--- src/rtl/mbus_pkg.sv ---
package mbus_pkg;
  localparam int DW = 8;
  localparam int NREG = 8;

  typedef enum logic {
    STYLE_STRB_RW = 1'b0,
    STYLE_SPLIT   = 1'b1
  } bus_style_e;
endpackage

--- src/rtl/mbus_insync.sv ---
module mbus_insync #(
  parameter int W = 1
) (
  input  logic         clk,
  input  logic         rst_n,
  input  logic [W-1:0] d,
  output logic [W-1:0] q
);
  always_ff @(posedge clk or negedge rst_n) begin
    if (!rst_n) q <= '0;
    else        q <= d;
  end
endmodule

--- src/rtl/mbus_decode.sv ---
module mbus_decode
  import mbus_pkg::*;
#(
  parameter int AW = 3,
  parameter int W  = 8
) (
  input  logic          clk,
  input  logic          rst_n,
  input  logic          ctrl,
  input  logic          cs_n,
  input  logic          as_p,
  input  logic          ds_rd,
  input  logic          rw_wr,
  input  logic [W-1:0]  ad,
  output logic [AW-1:0] addr,
  output logic          rd_act,
  output logic          wr_commit,
  output logic [W-1:0]  wdata
);
  bus_style_e style_q;
  logic as_q, wr_q, wr_act, sel, as_rise, as_fall;

  assign as_rise = ctrl & as_p & ~as_q;
  assign as_fall = ctrl & ~as_p & as_q;
  assign sel     = ctrl & ~cs_n;

  always_comb begin
    if (style_q == STYLE_STRB_RW) begin
      rd_act = sel & ds_rd & rw_wr;
      wr_act = sel & ds_rd & ~rw_wr;
    end else begin
      rd_act = sel & ~ds_rd;
      wr_act = sel & ~rw_wr;
    end
  end

  assign wr_commit = wr_q & ~wr_act & ctrl;

  always_ff @(posedge clk or negedge rst_n) begin
    if (!rst_n) begin
      style_q <= STYLE_SPLIT;
      as_q    <= 1'b0;
      addr    <= '0;
      wr_q    <= 1'b0;
      wdata   <= '0;
    end else begin
      as_q <= as_p;
      wr_q <= wr_act;
      if (as_rise) style_q <= ds_rd ? STYLE_SPLIT : STYLE_STRB_RW;
      if (as_fall) addr <= ad[AW-1:0];
      if (wr_act)  wdata <= ad;
    end
  end

  a_r1_style_hold: assert property (@(posedge clk) disable iff (!rst_n)
    !as_rise |=> $stable(style_q));
  a_r2_addr_hold: assert property (@(posedge clk) disable iff (!rst_n)
    !as_fall |=> $stable(addr));
  a_r7_no_commit_off: assert property (@(posedge clk) disable iff (!rst_n)
    !ctrl |-> !wr_commit);
  a_r12_no_read_unselected: assert property (@(posedge clk) disable iff (!rst_n)
    cs_n |-> !rd_act);
endmodule

--- src/rtl/mbus_regfile.sv ---
module mbus_regfile #(
  parameter int NREG = 8,
  parameter int W    = 8,
  parameter logic [NREG*W-1:0] IMPL_MASK = '1,
  localparam int AW = $clog2(NREG)
) (
  input  logic          clk,
  input  logic          rst_n,
  input  logic          we,
  input  logic [AW-1:0] waddr,
  input  logic [W-1:0]  wdata,
  input  logic [AW-1:0] raddr,
  output logic [W-1:0]  rdata,
  output logic          bit0_out
);
  logic [W-1:0] regs [NREG];

  for (genvar i = 0; i < NREG; i++) begin : g_reg
    localparam logic [W-1:0] MASK = IMPL_MASK[i*W +: W];
    always_ff @(posedge clk or negedge rst_n) begin
      if (!rst_n) regs[i] <= '0;
      else if (we && (waddr == AW'(i))) regs[i] <= wdata & MASK;
    end
    a_r11_hold: assert property (@(posedge clk) disable iff (!rst_n)
      !we |=> $stable(regs[i]));
  end

  assign rdata    = regs[raddr];
  assign bit0_out = regs[0][0];
endmodule

--- src/rtl/mbus_port.sv ---
module mbus_port
  import mbus_pkg::*;
#(
  parameter int NR = NREG,
  parameter int W  = DW,
  parameter logic [NR*W-1:0] IMPL_MASK = {8'h3F, {6{8'hFF}}, 8'h0F},
  localparam int AW = $clog2(NR)
) (
  input  logic         clk,
  input  logic         rst_n,
  input  logic         ctrl_mode,
  input  logic         cs_n,
  input  logic         as_ale,
  input  logic         ds_rd,
  input  logic         rw_wr,
  input  logic [W-1:0] ad_in,
  output logic [W-1:0] ad_out,
  output logic         ad_oe,
  output logic         cchan_src
);
  logic         ctrl_s, cs_s, as_s, ds_s, rw_s;
  logic [W-1:0] ad_s, wdata;
  logic [AW-1:0] addr;
  logic         rd_act, wr_commit;

  mbus_insync #(.W(5 + W)) u_sync (
    .clk(clk), .rst_n(rst_n),
    .d({ctrl_mode, cs_n, as_ale, ds_rd, rw_wr, ad_in}),
    .q({ctrl_s, cs_s, as_s, ds_s, rw_s, ad_s})
  );

  mbus_decode #(.AW(AW), .W(W)) u_dec (
    .clk(clk), .rst_n(rst_n), .ctrl(ctrl_s), .cs_n(cs_s), .as_p(as_s),
    .ds_rd(ds_s), .rw_wr(rw_s), .ad(ad_s), .addr(addr), .rd_act(rd_act),
    .wr_commit(wr_commit), .wdata(wdata)
  );

  mbus_regfile #(.NREG(NR), .W(W), .IMPL_MASK(IMPL_MASK)) u_rf (
    .clk(clk), .rst_n(rst_n), .we(wr_commit), .waddr(addr), .wdata(wdata),
    .raddr(addr), .rdata(ad_out), .bit0_out(cchan_src)
  );

  assign ad_oe = rd_act;

  a_r6_oe_needs_access: assert property (@(posedge clk) disable iff (!rst_n)
    ad_oe |-> (ctrl_s && !cs_s));
  a_r10_cchan_stable: assert property (@(posedge clk) disable iff (!rst_n)
    !wr_commit |=> $stable(cchan_src));
endmodule

--- config.mk ---
export PLATFORM = sky130hd
export DESIGN_NAME = mbus_port
export DESIGN_NICKNAME = d
export VERILOG_FILES = /design/src/rtl/mbus_pkg.sv /design/src/rtl/mbus_insync.sv /design/src/rtl/mbus_decode.sv /design/src/rtl/mbus_regfile.sv /design/src/rtl/mbus_port.sv
export SDC_FILE = /design/constraint.sdc
export NUM_CORES = 1
export LEC_CHECK = 0
export CORE_MARGIN = 3
export CORE_UTILIZATION = 55
export CTS_BUF_LIST = sky130_fd_sc_hd__clkbuf_16
export DETAILED_ROUTE_END_ITERATION = 10
export PLACE_DENSITY_LB_ADDON = 0.2
export SLEW_MARGIN = 10
export SYNTH_ARGS = -nofsm -noshare
export SYNTH_HDL_FRONTEND = slang
export SYNTH_SLANG_ARGS = --single-unit
--- constraint.sdc ---
create_clock -name clk -period 4.2 [get_ports clk]
set_input_delay 0.84 -clock clk [delete_from_list [all_inputs] [get_ports clk]]
set_output_delay 0.84 -clock clk [all_outputs]
set_load 0.1 [all_outputs]
* Yosys cells after proc, flatten, opt, wreduce, memory -nomap -nowiden
Cells that the tools add are included.
** Storage, ports and cells
- Flip-flop bits (word level) :: 85
- Bits of input ports :: 15
- Word-level logic and storage cells :: 56
- Output and inout port bits :: 10
** Cells by class
- Equality and inequality tests :: 7
- Multiplexer cells :: 6
- Order comparisons :: 1
- Reduce and logical (&&, ||, !) cells :: 9
- Bitwise gates (word level) :: 19
** Operators with widths (count)
- 8-bit binary-select mux with 3-bit select :: 1
- 8-bit 2-to-1 mux :: 2
- 1-bit AND :: 12
- 3-bit equality test (second input constant) :: 4
- 1-bit logical AND :: 8
- 3-bit by 2-bit equality test with 1-bit output (second input constant) :: 2
- 1-bit NOT :: 6
- 4-bit >= comparator (second input constant) :: 1
- 3-bit NOT with 4-bit output :: 1
- 3-bit by 1-bit equality test with 1-bit output (second input constant) :: 1
- 3-bit logical NOT :: 1
- 1-bit 2-to-1 mux :: 3

* Logic depth before layout (Yosys ltp)
Gate-level depths: netlist of the first run.
- Depth in word-level cells :: 9
- Mapped depth :: 5
- Gate-level depth less buffers :: 3

* Modules after synthesis
A second synthesis of the first run with hierarchy kept.
** Unflattened totals
- Cells, all modules :: 232
- Area total of the unflattened synthesis :: 3619.7 sq um
** By module, submodules not included
- mbus_regfile :: cells each 182, area each 2740.1 sq um, instances 1, sequential area each 1451.4 sq um
- mbus_decode :: cells each 37, area each 554.3 sq um, instances 1, sequential area each 351.6 sq um
- mbus_insync :: cells each 13, area each 325.3 sq um, instances 1, sequential area each 325.3 sq um

* Worst setup path after synthesis of the first run
OpenSTA, ideal clock, no wires.
- Path kind :: register -> output
- Start :: reg u_dec.addr[1]
- End :: out ad_out[6]
- Arrival :: 2.531 ns
- Path buffers :: 2
- Data required time :: 3.360 ns
- Setup slack :: 0.829 ns
- Stages on the path, launching flop included :: 6
- Cells stage by stage :: dfrtp_1 > buf_4 > buf_2 > nor2b_1 > a221oi_1 > a21oi_1
** On the way
- Word-level cells in the longest chain between the ends :: 4
** Ends and longest elaborated chain
- from (decl) :: RTL line mbus_decode.sv:15 : output logic [AW-1:0] addr,
- from (signal assigned) :: RTL line mbus_decode.sv:50 : if (as_fall) addr <= ad[AW-1:0];
- 3-bit NOT with 4-bit output (not written as such) :: RTL line mbus_regfile.sv:28 : assign rdata = regs[raddr];
- 8-bit binary-select mux with 3-bit select :: RTL line mbus_regfile.sv:28
- 8-bit 2-to-1 mux (not written as such) (2 in a row) :: RTL line mbus_regfile.sv:28
- to (decl) :: RTL line mbus_port.sv:17 : output logic [W-1:0] ad_out,
No other way between the ends. The select of a mux whose other input is x is not followed.

* Final worst setup path of the first run
Same ends and word-level chain as after synthesis.

==> flow_summary.toml, run 1 <==
[cells_and_area]
diodes = 0
drive_gt1_share_pct = 49.8
final_cell_mix = "dfrtp_1, mux2_2, nand2_1, clkdlybuf4s50_1, buf_4"
final_common_cell = "dfrtp_1"
regArea_um2 = 2130
finalNetCount = 271
fill_cells = 457
multi_input_area_um2 = 1500
area_growth_pct = 16.2
finalNonFillerCells = 338

[cts]
cts_tree = "yes"
root_buffer = "clkbuf_16"
h-tree-depth = 3
post_cts_resized = 0
cts.path.max_buffers = 2
cts_sinks = 85
clkSlewWorstSetupHoldPaths_ns = 0.06
cts_setup_buffers = 0
cts_hold_buf = 0
cts_made_buffers = 9
clock_latency_ns = 0.33

[detailed_routing]
firstDrtPassIters = 4
num_vias = 1995
routed_wl_mm = 6.98
ant_nets = 0
first_iter_violations = 96
wire_per_inst_um = 20.6
route.detailed.drc = 0
vias_per_cell = 5.90

[synth]
ys.flop_type = "dfrtp_1"
synth_edf_count = 0
yosysTopAreaCellShare_pct = 56.8
seq_area_frac_synth_pct = 57.5
synth_top_area_cell = "dfrtp_1"
async_flop_share_pct = 100
yosysUniqueCellTypes = 26
synth_top_cells_by_area = "dfrtp_1, mux2_2, mux4_2, o2111ai_4, nand2_1"
synthesis.nets = 244
synth_seq_cells = 85
netlist_instances = 229
ys_warn_count = 0
synth_area_per_cell_um2 = 16.2
synth_area_um2 = 3700

[pwr]
p_sw_share_pct = 29.3
power_density_nw_per_um2 = 571
power.switching_mw = 0.721
leakage_nw = 1.98
vdd_drop_max_mv = 0.292
pwr-share-seq_pct = 43.9
p_comb_share_pct = 20.1
clkPwrFrac_pct = 36.1
intPower_mw = 1.74

[sta]
finClkSkew_ns = 0.00552
worst_pin_slew_ns = 1.03
setup_violations = 0
fmax_ghz = 0.318
rsz0062_at_grt = "false"
hold_violations = 0
period_share_pct = 74.9
hold_slack_ns = 0.404
finalSetupTns_ns = 0
finalMaxSlewViolations = 0
max_slew_margin_pct = 31.4
finalCriticalPeriod_ns = 3.15

[floorplan]
core_um2 = 6420
rows = 29
dieWidth_um = 88.1
die_y_um = 88.1
die_area_um2 = 7750
initial_utilization_pct = 57.7
io_pins = 25

[setup_path]
crit_type = "flop to primary output"
cp-start-kind = "flop"
cp.required_ns = 3.36
cp-startpoint = "u_dec.addr[1]$_DFFE_PN0P_"
max_stage_delay_ns = 0.94
cp.buffers_inverters = 1
worst-path-max-fanout = 21
path_delay_family = "flip-flops"
r2r_start = "u_dec.addr[1]$_DFFE_PN0P_"
endpoint_kind = "primary output"
cp_cell_sequence = "nor2b_1 > a221oi_1 > a21oi_1 > buf_4"
cp_data_arrival_time_ns = 2.31
cpMaxStageDelayCell = "dfrtp_1"

[grt]
grt_pass1_wl_mm = 11.8
groute.usage.overall_pct = 20.9
grt_max_degree = 86
antenna_found_initial = 0
grt_overflow = 0
grt_pass1_vias = 2220

[placement]
port_buffers = 24
gp_congestion = 0.752
dpl.cell_count = 322
hpwl_mm = 4.43

[min_path]
hp-start = "u_sync.q[10]$_DFF_PN0_"
hp-class = "flop to flop"

[run_status]
status = "complete, no violations"

[flow_run]
drv_cap = 0
## per-layer routing
metal / vias up / share of wire, % / global-route usage [%]
met2: 26 / 51 / 34.7
met3: 12 / 2.7 / 3.95
met5: - / 0 / 0
li1: 908 / - / -
met4: 0 / 2.2 / 8.79
met1: 1049 / 44 / 27.0
## state kept, by name, indices dropped and copies added, names as in the netlist
name / flops
u_dec.wdata: 8
u_dec.style_q: 1
u_rf.regs: 57
u_rf.bit0_out: 1
u_sync.q: 13
u_dec.addr: 3
u_dec.wr_q: 1
u_dec.as_q: 1
## power groups by stage
stage | Clock, mW | Sequential [mW] | Combinational, mW
2_1_floorplan | 0 | 1.04 | 0.420
3_3_place_gp | 0 | 1.09 | 0.488
3_5_place_dp | 0 | 1.09 | 0.498
4_1_cts | 0.908 | 1.08 | 0.501
5_1_grt | 0.946 | 1.10 | 0.525
6_report | 0.887 | 1.08 | 0.494
## area by class of cell
cell class                      count  area share, %
Clock buffer                        9           5.23
Inverter                            2          0.174
Tap cell                           77           2.24
Clock inverter                      7           2.67
Multi-Input combinational cell    132           34.9
Timing Repair Buffer               26           5.35
Sequential cell                    85           49.4
## cell families after synthesis
group / count (synthesis) / synth area share [%]
muxes: 87 / 29.5
DFF: 85 / 57.5
and+or+nand+nor: 29 / 3.85
AOI/OAI and AO/OA: 16 / 7.09
buffers and inverters: 12 / 2.09
## per-stage QoR
step / setup WS, ns / power [mW] / cell area [um^2] / utilization, %
after floorplan: 0.829 / 1.46 / 3700 / -
after global placement: 1.36 / 1.58 / 3960 / 61.7
after detailed placement: 1.39 / 1.59 / 3960 / 61.7
after CTS: 1.02 / 2.49 / 4300 / 67.0
after global routing: 0.831 / 2.58 / 4300 / 67.0
final: 1.05 / 2.46 / 4300 / 67.0
## synthesized netlist by cell type (2+ instances only)
cell / instances
a221oi_1: 5
buf_2: 5
buf_4: 2
buf_6: 2
dfrtp_1: 84
mux2_2: 77
mux4_2: 10
nand2_1: 14
nor2_1: 7
o2111ai_4: 7
## worst paths after layout
kind	end	slack [ns]	cells after the start
worst max register to register	u_rf.regs[15]$_DFFE_PN0P_	1.95	3
max in group asynchronous	u_rf.regs[34]$_DFFE_PN0P_	2.85	1
worst min-delay path	u_dec.as_q$_DFF_PN0_	0.40	0
min in group asynchronous	u_sync.q[9]$_DFF_PN0_	0.67	1
worst min register to register	u_dec.as_q$_DFF_PN0_	0.40	0
worst max-delay path	ad_out[6]	1.05	4
Note: power is estimated with default switching activity, not from simulation.
==> run 2: changes to the inputs <==
Clock period 4.2 ns to 3.3 ns, I/O delays scaled along.
==> run 2 against run 1 <==
Net effect: clock power increased by 16%; via count increased by 3.2%; sequential cell count unchanged; register-to-register slack got worse by 0.66 ns; critical endpoint is now ad_out[3]; highest routed layer unchanged.
==> flow_summary.toml, run 2 (synthesized netlist as in run 1, its figures left out) <==
[run_status]
status = "complete, no violations"

[floorplan]
initial_utilization_pct = 57.7
die_y_um = 88.1
die_area_um2 = 7750
core_um2 = 6420
io_pins = 25
dieWidth_um = 88.1
rows = 29

[cells_and_area]
final_cell_mix = "dfrtp_1, mux2_2, buf_4"
drive_gt1_share_pct = 50.0
area_growth_pct = 16.3
final_common_cell = "dfrtp_1"
finalNetCount = 274
largest-register = "u_rf.regs"
largest_reg_flops = 57
reg_top3 = "u_rf.regs: 57 flops, u_sync.q: 13 flops, u_dec.wdata: 8 flops"
diodes = 0
final_area_um2 = 4310

[cts]
cts_hold_buf = 0
cts.path.max_buffers = 2
cts_made_buffers = 9
cts_tree = "yes"
cts_setup_buffers = 0
h-tree-depth = 3
root_buffer = "clkbuf_16"
cts_sinks = 85
clkSlewWorstSetupHoldPaths_ns = 0.06
post_cts_resized = 0
clock_latency_ns = 0.33

[placement]
placed_area_um2 = 4000
port_buffers = 24
hpwl_mm = 4.56
gp_congestion = 0.754

[sta]
hold_violations = 0
finalMaxSlewViolations = 0
max_slew_margin_pct = 29.9
finClkSkew_ns = 0.00578
rsz0062_at_grt = "false"
period_share_pct = 77.7
fmax_ghz = 0.390
finalSetupTns_ns = 0
worst_pin_slew_ns = 1.05
finalCriticalPeriod_ns = 2.57
setup_violations = 0

[pwr]
leakage_nw = 1.99
power_density_nw_per_um2 = 713
p_sw_share_pct = 30.1
pwr-share-seq_pct = 43.9
vdd_drop_max_mv = 0.376
clkPwrFrac_pct = 33.7
intPower_mw = 2.14
p_comb_share_pct = 22.4
finalPower_mw = 3.07
power.switching_mw = 0.925

[setup_path]
timing.rr.end = "u_rf.bit0_out$_DFFE_PN0P_"
crit_type = "flop to primary output"
cp-start-kind = "flop"
worst-path-max-fanout = 11
cp.required_ns = 2.64
cp_data_arrival_time_ns = 1.91
endpoint_kind = "primary output"
r2r_start = "u_sync.q[9]$_DFF_PN0_"
rrSetupSlack_ns = 1.29
r2r_cells = 3

[detailed_routing]
first_iter_violations = 135
route.detailed.drc = 0
wire_per_inst_um = 21.5
ant_nets = 0
routed_wl_mm = 7.32
firstDrtPassIters = 4
vias_per_cell = 6.04
num_vias = 2059

[grt]
groute.usage.overall_pct = 21.3
grt_pass1_vias = 2200
antenna_found_initial = 0
grt_max_degree = 86
grt_pass1_wl_mm = 11.9
grt_overflow = 0

[min_path]
hp-start = "u_sync.q[10]$_DFF_PN0_"
min_to = "u_dec.as_q$_DFF_PN0_"
min_delay_path_depth = 0
hp-class = "flop to flop"

[flow_run]
drv_cap = 0
-- run 2: cell types whose count changed in the layout (fill, tap and decap cells not counted), sizes merged --
cell,before,now
clkdlybuf4s50,14,13
buf,12,16
inv,3,5
clkinv,2,1
bufinv,3,2
-- run 2: critical path, stage by stage (launching register included) --
cell     delay (ns)
dfrtp_1        0.38
buf_4          0.24
mux4_2         0.54
nand2_1        0.10
nand2_1        0.08
buf_4          0.24
-- run 2: how the worst max path moves through the flow --
stage	start	endpoint	cells past startpoint
floorplan	u_dec.addr[1]$_DFFE_PN0P_	ad_out[6]	5
global placement	u_dec.addr[0]$_DFFE_PN0P_	ad_out[3]	5
detailed placement	u_dec.addr[0]$_DFFE_PN0P_	ad_out[3]	5
CTS	u_dec.addr[0]$_DFFE_PN0P_	ad_out[3]	5
global route	u_dec.addr[1]$_DFFE_PN0P_	ad_out[4]	5
finish	u_dec.addr[0]$_DFFE_PN0P_	ad_out[3]	5
-- run 2: metrics by stage --
step / setup slack [ns] / util, % / hold slack (ns) / cells
3_3_place_gp: 1.12 / 62.2 / 0.373 / 325
6_report: 0.735 / 67.0 / 0.388 / 341
4_1_cts: 0.731 / 67.0 / 0.391 / 341
5_1_grt: 0.603 / 67.0 / 0.403 / 341
3_5_place_dp: 1.11 / 62.2 / 0.378 / 325
2_1_floorplan: 0.109 / - / 0.364 / 229
-- run 2: layout make-up --
cell class                      instances  area (um^2)
Clock buffer                            9          225
Sequential cell                        85         2130
Clock inverter                          7         83.8
Inverter                                2         7.51
Tap cell                               77         96.3
Timing Repair Buffer                   29          263
Fill cell                             457         2120
Multi-Input combinational cell        132         1500
-- run 2: metal layers --
metal | part of all wire, % | vias up | global-route usage [%] | routed length [um]
met2 | 52 | 53 | 35.3 | 3770
met4 | 2.4 | 0 | 9.75 | 176
met1 | 42 | 1082 | 25.9 | 3050
met3 | 4.3 | 18 | 6.11 | 311
li1 | - | 906 | - | -
met5 | 0 | - | 0 | 0
-- run 2: power by group through the flow --
stage	registers, mW	clock network [mW]	logic (mW)
floorplan	1.32	0	0.535
global placement	1.35	0	0.680
detailed placement	1.36	0	0.687
CTS	1.35	1.05	0.694
global route	1.37	1.09	0.732
finish	1.35	1.03	0.688
==> run 3: changes to the inputs <==
Clock period 3.3 ns to 2.5 ns, I/O delays scaled along.
==> run 3 against run 2 <==
Net effect: combinational power up 45%; die area unchanged; critical path depth down 1; power up 29%; final area up 2.4%; sequential cell count unchanged; sequential share of layout area down 1.1 points; clock power up 15%.
==> flow_summary.toml, run 3 (synthesized netlist as in run 1, its figures left out) <==
[setup_path]
r2r_cells = 3
cp-start-kind = "flop"
endpoint_kind = "primary output"
cp_data_arrival_time_ns = 1.87
worst-path-max-fanout = 13
cp.required_ns = 2.00
crit_type = "flop to primary output"

[detailed_routing]
ant_nets = 0
first_iter_violations = 132
routed_wl_mm = 7.07
route.detailed.drc = 0
firstDrtPassIters = 4
num_vias = 2048
vias_per_cell = 5.95
wire_per_inst_um = 20.5

[floorplan]
rows = 29
die_y_um = 88.1
io_pins = 25
initial_utilization_pct = 57.7
dieWidth_um = 88.1
die_area_um2 = 7750
core_um2 = 6420

[sta]
period_share_pct = 94.7
rsz0062_at_grt = "false"
finalSetupTns_ns = 0
finalMaxSlewViolations = 0
finClkSkew_ns = 0.00598
hold_slack_ns = 0.126
setup_violations = 0
fmax_ghz = 0.422
max_slew_margin_pct = 37.4
finalCriticalPeriod_ns = 2.37
hold_violations = 0
worst_pin_slew_ns = 0.939

[pwr]
p_comb_share_pct = 25.3
leakage_nw = 2.02
pwr-share-seq_pct = 44.9
power.switching_mw = 1.25
intPower_mw = 2.71
power_density_nw_per_um2 = 897
vdd_drop_max_mv = 0.444
p_sw_share_pct = 31.5
clkPwrFrac_pct = 29.7

[grt]
antenna_found_initial = 0
grt_pass1_vias = 2235
grt_overflow = 0
groute.usage.overall_pct = 20.8
grt_max_degree = 50
grt_pass1_wl_mm = 11.7

[min_path]
hp-class = "input port to async pin"

[placement]
gp_congestion = 0.729
port_buffers = 24
placed_area_um2 = 4150
hpwl_mm = 4.60

[cells_and_area]
final_common_cell = "dfrtp_1"
final_area_um2 = 4410
final_cell_mix = "dfrtp_1, mux2_2, nand2_1"
drive_gt1_share_pct = 52.8
finalNetCount = 277
diodes = 0
finish.utilization_pct = 68.6
largest-register = "u_rf.regs"
reg_top3 = "u_rf.regs: 57 flops, u_sync.q: 13 flops, u_dec.wdata: 8 flops"
regArea_um2 = 2130
area_growth_pct = 19.0
fill_cells = 449
largest_reg_flops = 57
multi_input_area_um2 = 1520

[cts]
cts_hold_buf = 0
clkSlewWorstSetupHoldPaths_ns = 0.06
root_buffer = "clkbuf_16"
cts_tree = "yes"
h-tree-depth = 3
cts.path.max_buffers = 2
clock_latency_ns = 0.33
cts_made_buffers = 9
cts_sinks = 85

[run_status]
status = "complete, no violations"

[flow_run]
drv_cap = 0
-- run 3: cell count changes in the layout (fill, tap and decap cells not counted), moves of 2 or more --
cell / delta
nor2_1: -4
buf_12: +9
bufinv_16: -2
clkinv_2: +2
buf_4: -6
nor2_2: +4
-- run 3: final cells by class --
cell class,instances,share of cell area (%)
flip-flops and latches,85,48.3
repair buffers,32,9.03
clock inverters,7,0.795
multi-input cells,132,34.4
well taps,77,2.19
inverters,2,0.170
clock buffers,9,5.11
-- run 3: worst max-delay path, cell delays in order, from the launching register on --
cell	delay, ns
dfrtp_2	0.55
mux2_2	0.37
a221oi_1	0.35
a21oi_2	0.09
buf_12	0.18
-- run 3: final timing paths --
path / start / to / slack [ns]
max: u_dec.addr[1]$_DFFE_PN0P_ / ad_out[6] / 0.13
min: rst_n / u_sync.q[9]$_DFF_PN0_ / 0.13
min in group clk: u_sync.q[10]$_DFF_PN0_ / u_dec.as_q$_DFF_PN0_ / 0.39
min reg2reg: u_sync.q[10]$_DFF_PN0_ / u_dec.as_q$_DFF_PN0_ / 0.39
max reg2reg: u_sync.q[9]$_DFF_PN0_ / u_rf.regs[24]$_DFFE_PN0P_ / 0.48
max in group asynchronous: rst_n / u_rf.regs[19]$_DFFE_PN0P_ / 1.76
-- run 3: per-stage QoR --
step	setup slack (ns)	power, mW	instances
floorplan	0.0130	2.46	229
global placement	0.309	2.78	328
detailed placement	0.305	2.81	328
CTS	0.117	3.98	344
global route	0.0389	4.13	344
finish	0.131	3.95	344
-- run 3: power groups by stage --
stage | Clock, mW | Combinational, mW | Sequential (mW)
after floorplan | 0 | 0.717 | 1.74
after detailed placement | 0 | 1.01 | 1.80
after global routing | 1.25 | 1.06 | 1.81
final | 1.18 | 1.00 | 1.78
after global placement | 0 | 0.992 | 1.79
after CTS | 1.19 | 1.01 | 1.78
-- run 3: routing by layer --
| metal | GRT usage (%) | part of all wire, % | vias to the layer above |
|---|---|---|---|
| met5 | 0 | 0 | - |
| met4 | 8.52 | 1.5 | 0 |
| met3 | 3.76 | 3.2 | 11 |
| met2 | 34.4 | 50 | 36 |
| met1 | 27.2 | 46 | 1085 |
| li1 | - | - | 916 |
-- run 3: timing repair --
action                                  4_1_cts  5_1_grt
buffers inserted                              0        0
endpoints found under the setup margin        4        0
gates resized for setup                       1        0
hold endpoints to repair                      0        0
